`config.mk`:
```
export PLATFORM = sky130hd
export DESIGN_NAME = delay_branch_seq
export DESIGN_NICKNAME = d
export VERILOG_FILES = /design/src/rtl/dbs_pkg.sv /design/src/rtl/dbs_rst_sync.sv /design/src/rtl/dbs_cond.sv /design/src/rtl/dbs_ret_stack.sv /design/src/rtl/delay_branch_seq.sv
export SDC_FILE = /design/constraint.sdc
export NUM_CORES = 1
export LEC_CHECK = 0
export ABC_AREA = 1
export BUFFER_PORTS_ARGS = -buffer_cell sky130_fd_sc_hd__buf_2
export CELL_PAD_IN_SITES_DETAIL_PLACEMENT = 0
export CELL_PAD_IN_SITES_GLOBAL_PLACEMENT = 1
export CORE_MARGIN = 4
export CORE_UTILIZATION = 37
export CTS_BUF_LIST = sky130_fd_sc_hd__clkbuf_8 sky130_fd_sc_hd__clkbuf_16
export CTS_CLUSTER_SIZE = 10
export DETAILED_ROUTE_END_ITERATION = 8
export PLACE_DENSITY_LB_ADDON = 0.1
export SYNTH_ARGS = -nofsm -noshare
export SYNTH_HDL_FRONTEND = slang
export SYNTH_SLANG_ARGS = --single-unit
```
`constraint.sdc`:
```
create_clock -name clk -period 2.3 [get_ports clk]
set_input_delay 0.46 -clock clk [delete_from_list [all_inputs] [get_ports clk]]
set_output_delay 0.46 -clock clk [all_outputs]
set_load 0.02 [all_outputs]
```
`src/rtl/dbs_pkg.sv`:
```
package dbs_pkg;

  typedef enum logic [3:0] {
    OP_SEQ     = 4'd0,
    OP_BR_NE   = 4'd1,
    OP_BR_EQ   = 4'd2,
    OP_BR_BCLR = 4'd3,
    OP_BR_BSET = 4'd4,
    OP_CALL    = 4'd5,
    OP_RET     = 4'd6,
    OP_BLINK   = 4'd7,
    OP_JREG    = 4'd8,
    OP_SRET    = 4'd9,
    OP_WAIT    = 4'd10
  } ctl_op_e;

  function automatic logic op_is_cond(input ctl_op_e op);
    return (op == OP_BR_NE) || (op == OP_BR_EQ) ||
           (op == OP_BR_BCLR) || (op == OP_BR_BSET);
  endfunction

endpackage

```
`src/rtl/dbs_rst_sync.sv`:
```
module dbs_rst_sync #(
  parameter int STAGES = 2
) (
  input  logic clk,
  input  logic rst_n,
  output logic rst_sn
);
  logic [STAGES-1:0] sync_q;

  always_ff @(posedge clk or negedge rst_n) begin
    if (!rst_n) sync_q <= '0;
    else        sync_q <= {sync_q[STAGES-2:0], 1'b1};
  end

  assign rst_sn = sync_q[STAGES-1];
endmodule

```
`src/rtl/dbs_cond.sv`:
```
module dbs_cond
  import dbs_pkg::*;
#(
  parameter int DATA_W = 32,
  parameter int PC_W   = 16,
  localparam int BIT_W = $clog2(DATA_W)
) (
  input  ctl_op_e           op,
  input  logic [DATA_W-1:0] src_val,
  input  logic [DATA_W-1:0] cmp_imm,
  input  logic [BIT_W-1:0]  bit_sel,
  input  logic [PC_W-1:0]   pc,
  input  logic [PC_W-1:0]   offset,
  output logic              taken,
  output logic [PC_W-1:0]   target
);
  logic equal_w;
  logic bit_w;

  assign equal_w = (src_val == cmp_imm);
  assign bit_w   = src_val[bit_sel];
  // Two's complement add gives the signed displacement with wrap.
  assign target  = pc + offset;

  always_comb begin
    unique case (op)
      OP_BR_NE:   taken = !equal_w;
      OP_BR_EQ:   taken = equal_w;
      OP_BR_BCLR: taken = !bit_w;
      OP_BR_BSET: taken = bit_w;
      default:    taken = 1'b0;
    endcase
  end
endmodule

```
`src/rtl/dbs_ret_stack.sv`:
```
module dbs_ret_stack #(
  parameter int DEPTH = 8,
  parameter int W     = 16,
  localparam int LVL_W = $clog2(DEPTH + 1)
) (
  input  logic             clk,
  input  logic             rst_sn,
  input  logic             push,
  input  logic             pop,
  input  logic [W-1:0]     wdata,
  output logic [W-1:0]     rdata,
  output logic [LVL_W-1:0] level
);
  logic [LVL_W-1:0] level_q, level_d;
  logic [W-1:0]     slot_q [DEPTH];

  always_comb begin
    level_d = level_q;
    if (push)     level_d = level_q + LVL_W'(1);
    else if (pop) level_d = level_q - LVL_W'(1);
  end

  always_ff @(posedge clk or negedge rst_sn) begin
    if (!rst_sn) level_q <= '0;
    else if (push || pop) level_q <= level_d;
  end

  for (genvar g = 0; g < DEPTH; g++) begin : g_slot
    logic slot_en;
    assign slot_en = push && (level_q == LVL_W'(g));
    always_ff @(posedge clk) begin
      if (slot_en) slot_q[g] <= wdata;
    end
  end

  always_comb begin
    rdata = '0;
    for (int i = 0; i < DEPTH; i++) begin
      if (level_q == LVL_W'(i + 1)) rdata = slot_q[i];
    end
  end

  assign level = level_q;
endmodule

```
`src/rtl/delay_branch_seq.sv`:
```
module delay_branch_seq
  import dbs_pkg::*;
#(
  parameter int DATA_W    = 32,
  parameter int PC_W      = 16,
  parameter int STK_DEPTH = 8,
  localparam int BIT_W    = $clog2(DATA_W),
  localparam int LVL_W    = $clog2(STK_DEPTH + 1)
) (
  input  logic              clk,
  input  logic              rst_n,
  input  logic              instr_valid,
  input  logic [3:0]        instr_op,
  input  logic [DATA_W-1:0] src_val,
  input  logic [DATA_W-1:0] cmp_imm,
  input  logic [BIT_W-1:0]  bit_sel,
  input  logic [PC_W-1:0]   br_offset,
  input  logic [PC_W-1:0]   abs_target,
  input  logic [PC_W-1:0]   link_val,
  input  logic              resume,
  input  logic [PC_W-1:0]   resume_pc,
  output logic [PC_W-1:0]   pc,
  output logic [PC_W-1:0]   next_pc,
  output logic              lr_we,
  output logic [PC_W-1:0]   lr_wdata,
  output logic              stk_overflow,
  output logic              stk_underflow,
  output logic              wait_hazard,
  output logic              waiting
);
  localparam logic [LVL_W-1:0] FULL_LVL = LVL_W'(STK_DEPTH);

  logic            rst_sn;
  ctl_op_e         op;
  logic            exec;
  logic [PC_W-1:0] pc_q, pc_d;
  logic [PC_W-1:0] pend_q, pend_d;
  logic            wait_q, wait_d;
  logic            pend_live;
  logic [PC_W-1:0] ret_addr;
  logic            cond_taken;
  logic [PC_W-1:0] cond_target;
  logic            xfer;
  logic [PC_W-1:0] xfer_tgt;
  logic            push, pop, enter_wait;
  logic            ovf, unf, haz, lrw;
  logic [PC_W-1:0] stk_top;
  logic [LVL_W-1:0] stk_level;
  logic            stk_full, stk_empty;

  dbs_rst_sync #(.STAGES(2)) u_rst (
    .clk    (clk),
    .rst_n  (rst_n),
    .rst_sn (rst_sn)
  );

  assign op        = ctl_op_e'(instr_op);
  assign exec      = instr_valid && !wait_q;
  assign pend_live = (pend_q != '0);
  assign ret_addr  = pc_q + PC_W'(2);
  assign stk_full  = (stk_level == FULL_LVL);
  assign stk_empty = (stk_level == '0);

  dbs_cond #(.DATA_W(DATA_W), .PC_W(PC_W)) u_cond (
    .op      (op),
    .src_val (src_val),
    .cmp_imm (cmp_imm),
    .bit_sel (bit_sel),
    .pc      (pc_q),
    .offset  (br_offset),
    .taken   (cond_taken),
    .target  (cond_target)
  );

  dbs_ret_stack #(.DEPTH(STK_DEPTH), .W(PC_W)) u_stack (
    .clk    (clk),
    .rst_sn (rst_sn),
    .push   (push),
    .pop    (pop),
    .wdata  (ret_addr),
    .rdata  (stk_top),
    .level  (stk_level)
  );

  // Decode of the transfer requested by the executing instruction.
  always_comb begin
    xfer       = 1'b0;
    xfer_tgt   = '0;
    push       = 1'b0;
    pop        = 1'b0;
    enter_wait = 1'b0;
    ovf        = 1'b0;
    unf        = 1'b0;
    haz        = 1'b0;
    lrw        = 1'b0;
    if (exec) begin
      if (op_is_cond(op)) begin
        xfer     = cond_taken;
        xfer_tgt = cond_target;
      end else begin
        unique case (op)
          OP_CALL: begin
            if (stk_full) ovf = 1'b1;
            else begin
              push     = 1'b1;
              xfer     = 1'b1;
              xfer_tgt = abs_target;
            end
          end
          OP_RET: begin
            if (stk_empty) unf = 1'b1;
            else begin
              pop      = 1'b1;
              xfer     = 1'b1;
              xfer_tgt = stk_top;
            end
          end
          OP_BLINK: begin
            lrw      = 1'b1;
            xfer     = 1'b1;
            xfer_tgt = abs_target;
          end
          OP_JREG: begin
            xfer     = 1'b1;
            xfer_tgt = src_val[PC_W-1:0];
          end
          OP_SRET: begin
            xfer     = 1'b1;
            xfer_tgt = link_val;
          end
          OP_WAIT: begin
            if (pend_live) haz = 1'b1;
            else           enter_wait = 1'b1;
          end
          default: ;
        endcase
      end
    end
  end

  // Next-state logic for PC, pending target and wait state.
  always_comb begin
    pc_d   = pc_q;
    pend_d = pend_q;
    wait_d = wait_q;
    if (wait_q) begin
      if (resume) begin
        pc_d   = resume_pc;
        wait_d = 1'b0;
      end
    end else if (exec) begin
      pc_d   = pend_live ? pend_q : pc_q + PC_W'(1);
      pend_d = xfer ? xfer_tgt : '0;
      wait_d = enter_wait;
    end
  end

  always_ff @(posedge clk or negedge rst_sn) begin
    if (!rst_sn) begin
      pc_q   <= '0;
      pend_q <= '0;
      wait_q <= 1'b0;
    end else begin
      if (exec || wait_q) begin
        pc_q   <= pc_d;
        pend_q <= pend_d;
        wait_q <= wait_d;
      end
    end
  end

  assign pc            = pc_q;
  assign next_pc       = pc_d;
  assign lr_we         = lrw;
  assign lr_wdata      = ret_addr;
  assign stk_overflow  = ovf;
  assign stk_underflow = unf;
  assign wait_hazard   = haz;
  assign waiting       = wait_q;
endmodule

```
### After elaboration in Yosys (flattened, before gate mapping)

Memory sizes are Yosys's and may differ from the RTL's.
Index checks and enable logic that the tools add are counted.

* register bits after elaboration: 39
* logic and storage cells: 153
* memories kept: 1
* RAM bits: 128
* bits of input ports: 141

Memories
* u_stack.slot_q: depth 8, bits a word 16, read ports 8, clocked after Yosys merged registers in 0, write ports 1, line dbs_ret_stack.sv:15 `logic [W-1:0] slot_q [DEPTH];`

* equal/unequal tests: 19
* bitwise operators: 1
* reduce and logical (&&, ||, !) cells: 30
* magnitude comparators: 1
* muxes and demuxes: 91
* add/subtract/negate cells: 5

Operator list (count)
* 2-to-1 mux 16 bit: 23
* OR reduction 16 bit: 7
* case mux 16 bit (5 select lines): 1
* 2-to-1 mux 1 bit: 55
* equality test 32 bit: 1
* equality test 4 x 3 -> 1 bit (second input constant): 8
* 2-to-1 mux 3 bit: 7
* adder 16 x 1 -> 16 bit (second input constant): 1
* adder 16 bit: 1
* adder 16 x 2 -> 16 bit (second input constant): 1
* equality test 4 x 2 -> 1 bit (second input constant): 4
* equality test 4 bit (second input constant): 4
* nonzero test 16 bit: 1
* logical AND 1 bit: 9
* equality test 4 x 1 -> 1 bit (second input constant): 2
* 2-to-1 mux 4 bit: 2
* less-than comparator 5 x 6 -> 1 bit (second input constant): 1
* binary-select mux 1 bit (select 5 bit): 1
* logical OR 1 bit: 5
* adder 4 x 1 -> 4 bit (second input constant): 1
* zero test 4 bit: 1
* case mux 1 bit (4 select lines): 1
* subtractor 4 x 1 -> 4 bit (second input constant): 1
* zero test 1 bit: 3
* other kinds (6): 6

### Longest topological paths before layout

* depth in word-level cells: 17
* gate-level depth with buffers: 17

### Cells and area by module

A second synthesis with hierarchy kept.

* cell total of the unflattened synthesis: 1448
* area, all modules: 10809.1 µm²

Modules (own cells, without submodules)
* dbs_ret_stack: times used 1, seq. area each 3943.8 µm², cells an instance 596, area an instance 5870.6 µm²
* delay_branch_seq: times used 1, seq. area each 825.8 µm², cells an instance 528, area an instance 3173.0 µm²
* dbs_cond: times used 1, seq. area each 0.0 µm², cells an instance 321, area an instance 1711.6 µm²
* dbs_rst_sync: times used 1, seq. area each 50.0 µm², cells an instance 3, area an instance 53.8 µm²

### Worst setup path after synthesis

OpenSTA, ideal clock, no wires.

* kind: register to output
* from: reg pc_q[1], in the netlist pc[1]
* to: out next_pc[15]
* stages on the path, launching flop included: 11
* buffers on the path: 0
* path slack: -0.605 ns
* data required time: 1.840 ns
* data arrival time: 2.445 ns
* cells stage by stage: dfrtp_1 > ha_1 > nand3_2 > nor2_2 > inv_2 > nor3_2 > xor2_1 > nand2_1 > nand2_1 > o211ai_1 > nand3_1

* longest elaborated chain between the ends: 4

Ends and longest elaborated chain
* start: declaration: line delay_branch_seq.sv:36 `logic [PC_W-1:0] pc_q, pc_d;`
* start signal: assignment: line delay_branch_seq.sv:165 `pc_q <= pc_d;`
* adder 16 x 1 -> 16 bit: line delay_branch_seq.sv:152 `pc_d = pend_live ? pend_q : pc_q + PC_W'(1);`
* 2-to-1 mux 16 bit: line delay_branch_seq.sv:152
* 2-to-1 mux 16 bit: line delay_branch_seq.sv:151 `end else if (exec) begin`
* 2-to-1 mux 16 bit: line delay_branch_seq.sv:146 `if (wait_q) begin`
* end: declaration: line delay_branch_seq.sv:23 `output logic [PC_W-1:0] next_pc,`

Every way passes these cells.

### Worst setup path in the final report

Same ends and word-level chain as after synthesis.

==> reports/metrics.cfg <==
[sta]
max_freq_ghz = 0.376
whs_ns = 0.326
worst_pin_slew_ns = 0.575
fin_crit_ns = 2.66
grt_setup_unrepaired = yes
skew_ns = 0.0127
slew_viol_final = 0
slew_headroom_pct = 61.7
setup_ws_ns = -0.363
finalCritPeriodShare_pct = 116
final_hold_viol_count = 0
finalSetupViolCount = 25
finalSetupTns_ns = -5.85

[floorplanning]
rows = 60
initial_utilization_pct = 37.8
core_area_mm2 = 0.0270
die_w_um = 174
die_h_um = 174
ios = 194
dieArea_mm2 = 0.0303

[synthesis]
synth-main-ff-cell = edfxtp_1
syn-num-nets = 1440
ys_seq_area_share_pct = 47.2
ys_seq_elements = 167
synth_area_mm2 = 0.0102
synth_edf_count = 128
synthArstFlopShare_pct = 23.4
yosys.cell_types.count = 47
syn_avg_cell_area_um2 = 7.99
syn-instance-count = 1277
yosysWarnings = 0

[route]
drc = 0
drt-vias-per-instance = 4.91
antenna_left = 0
drt-total-wl_mm = 34.3
routed-wl-met3_mm = 1.69
wl_met2_mm = 16.2
met1Wirelength_mm = 15.8
num_vias = 9481
top_layer = met4
wire_per_inst_um = 17.8
dr.pass1.iters = 5
drtIter0Drc = 553

[clocking]
clkSinkCount = 167
clock_latency_ns = 0.43
cts_tree = done
cts_buffers = 17
h-tree-depth = 4
clkTransAtPathRegs_ns = 0.07
clock_path_buffers = 2
clockRootBuffer = clkbuf_16

[power]
p_int_uw = 6900
clkPwrFrac_pct = 24.3
p_comb_share_pct = 42.4
powerDensity_mw_per_mm2 = 801
p_seq_share_pct = 33.3
total_power_uw = 11100
p_leak_uw = 0.00638
swShare_pct = 38.1
ir_drop_uv = 612
switching_power_uw = 4240

[worst_setup_path]
worstReg2RegStart = pc[0]
worst_path_max_delay_cell = dfrtp_2
required_ns = 1.84
arrival_ns = 2.20
cpPeakStageDelay_ns = 0.43
cp_common_cell = nand2_1
crit_path_cell_trace = ha_4 > nand3_4 > nor2_4 > inv_4 > nor3_4 > xor2_4 > nand2_1 > nand2_1 > o211ai_1 > nand3_2 > buf_6
cp_max_fo = 3
worstSetupEndpointType = output port
cp-startpoint = pc[1]
path_class = reg -> out
start_kind = register

[place]
port_buffers = 193
placed_cell_area_mm2 = 0.0124
gp_congestion = 0.925
dpl.hpwl_mm = 26.2

[cells_and_area]
final_area_mm2 = 0.0139
antenna_cells = 0
drive_gt1_share_pct = 32.3
multi_input_area_mm2 = 0.00521
final_nets = 1741
regArea_mm2 = 0.00483
n_fill_cell = 2642
syn2layout_area_growth_pct = 36.2

[status]
violations = setup timing
status = finished with violations

[grt]
grt_max_degree = 38
grt_pass1_vias = 9544
grt_pass1_wl_mm = 53.4
antenna_found_initial = 0
overflow = 0
grt_use_total_pct = 22.4

[worst_hold_path]
hold_class = reg -> async

[job]
max_cap_viol_count = 0

-- routing by layer --
| layer | vias to the layer above | GRT usage [%] |
|---|---|---|
| li1 | 4805 | - |
| met3 | 29 | 3.70 |
| met5 | - | 0 |
| met2 | 262 | 37.5 |
| met1 | 4385 | 30.6 |
| met4 | 0 | 5.58 |
-- registers in the layout, summed over array words and instances (netlist names) --
signal          cells
u_stack.slot_q    128
waiting             1
u_stack.level       4
u_rst.sync_q        2
pend_q             16
pc                 16
-- area by class of cell --
cell class,instances,area share [%]
Clock inverter,14,0.900
Clock buffer,17,3.06
Multi-Input combinational cell,940,37.5
Sequential cell,167,34.8
Inverter,122,3.35
Tap cell,341,3.07
Timing Repair Buffer,330,17.4
-- cells in the final DEF, fill, tap and decap left out, drive strengths merged, types with 6 or more instances in the layout --
cell type and n:
nand2 388, buf 329, nand3 151, edfxtp 128
inv 125, nor2 123, o21ai 94, a21oi 47
dfrtp 39, xnor2 32, xor2 30, ha 21
clkbuf 17, nor3 14, clkinv 7, or2 6
-- final timing paths --
check                      cells past startpoint  slack [ns]          endpoint
max                                           11       -0.36       next_pc[15]
min                                            1        0.33            pc[14]
max reg2reg                                   11        0.17        pend_q[10]
min reg2reg                                    1        0.33            pc[14]
max in group asynchronous                      1        1.53  u_stack.level[0]
min in group clk                               0        0.36   u_rst.sync_q[1]
-- timing repair --
action	in CTS	in global routing
resized for setup	105	95
setup buffers	13	17
pin swaps	5	16
hold buffers	1	0
hold endpoints to repair	2	0
setup endpoints to repair	29	46
cloned	1	0
-- kinds of logic (layout without fill, tap and decap cells) --
group | count (synthesis) | in the layout | synth area share (%)
and+or+nand+nor | 698 | 698 | 29.3
buffers and inverters | 170 | 483 | 6.95
DFF | 167 | 167 | 47.2
AOI/OAI and AO/OA | 157 | 157 | 8.41
xor gates and xnor gates | 62 | 62 | 5.32
adders and majority gates | 22 | 22 | 2.77
other | 1 | 1 | 0.0367
-- synthesized netlist by cell type, drive strengths merged (5+ instances only) --
cell type  number  share of area (%)
xor2           30                2.6
ha             21                2.6
nor3           14               0.78
edfxtp        128                 38
nor2          123                5.0
inv           122                4.5
or2             6               0.37
a21oi          47                2.3
o21ai          94                4.8
buf            32                1.9
nand3b          5               0.37
clkbuf         16               0.59
dfrtp          39                9.6
xnor2          32                2.7
nand2         388                 15
nand4           5               0.31
nand3         151                7.5
-- worst max-delay path, delay by kind of cell, from the launching register on --
kind,cells,cell delay (ns)
XOR/XNOR,1,0.16
AO/OA/AOI/OAI,1,0.12
AND/OR/NAND/NOR,6,0.73
adder cells (fa/ha/maj),1,0.16
buffers and inverters,2,0.19
flip-flops,1,0.43
-- power groups by stage --
stage          Sequential, uW  Combinational, uW  Clock [uW]
2_1_floorplan            3810               2340           0
3_3_place_gp             3730               4050           0
3_5_place_dp             3740               4070           0
4_1_cts                  3680               4410        2760
5_1_grt                  3720               5230        2890
6_report                 3710               4720        2710
-- per-stage QoR --
stage	std cells	setup WS [ns]	util (%)
after CTS	1915	-0.376	49.7
after detailed placement	1870	-0.187	46.0
after global placement	1870	-0.199	46.0
after floorplan	1277	-0.126	-
after global routing	1931	-0.497	51.4
final	1931	-0.363	51.4
Note: power is estimated with default switching activity, not from simulation.
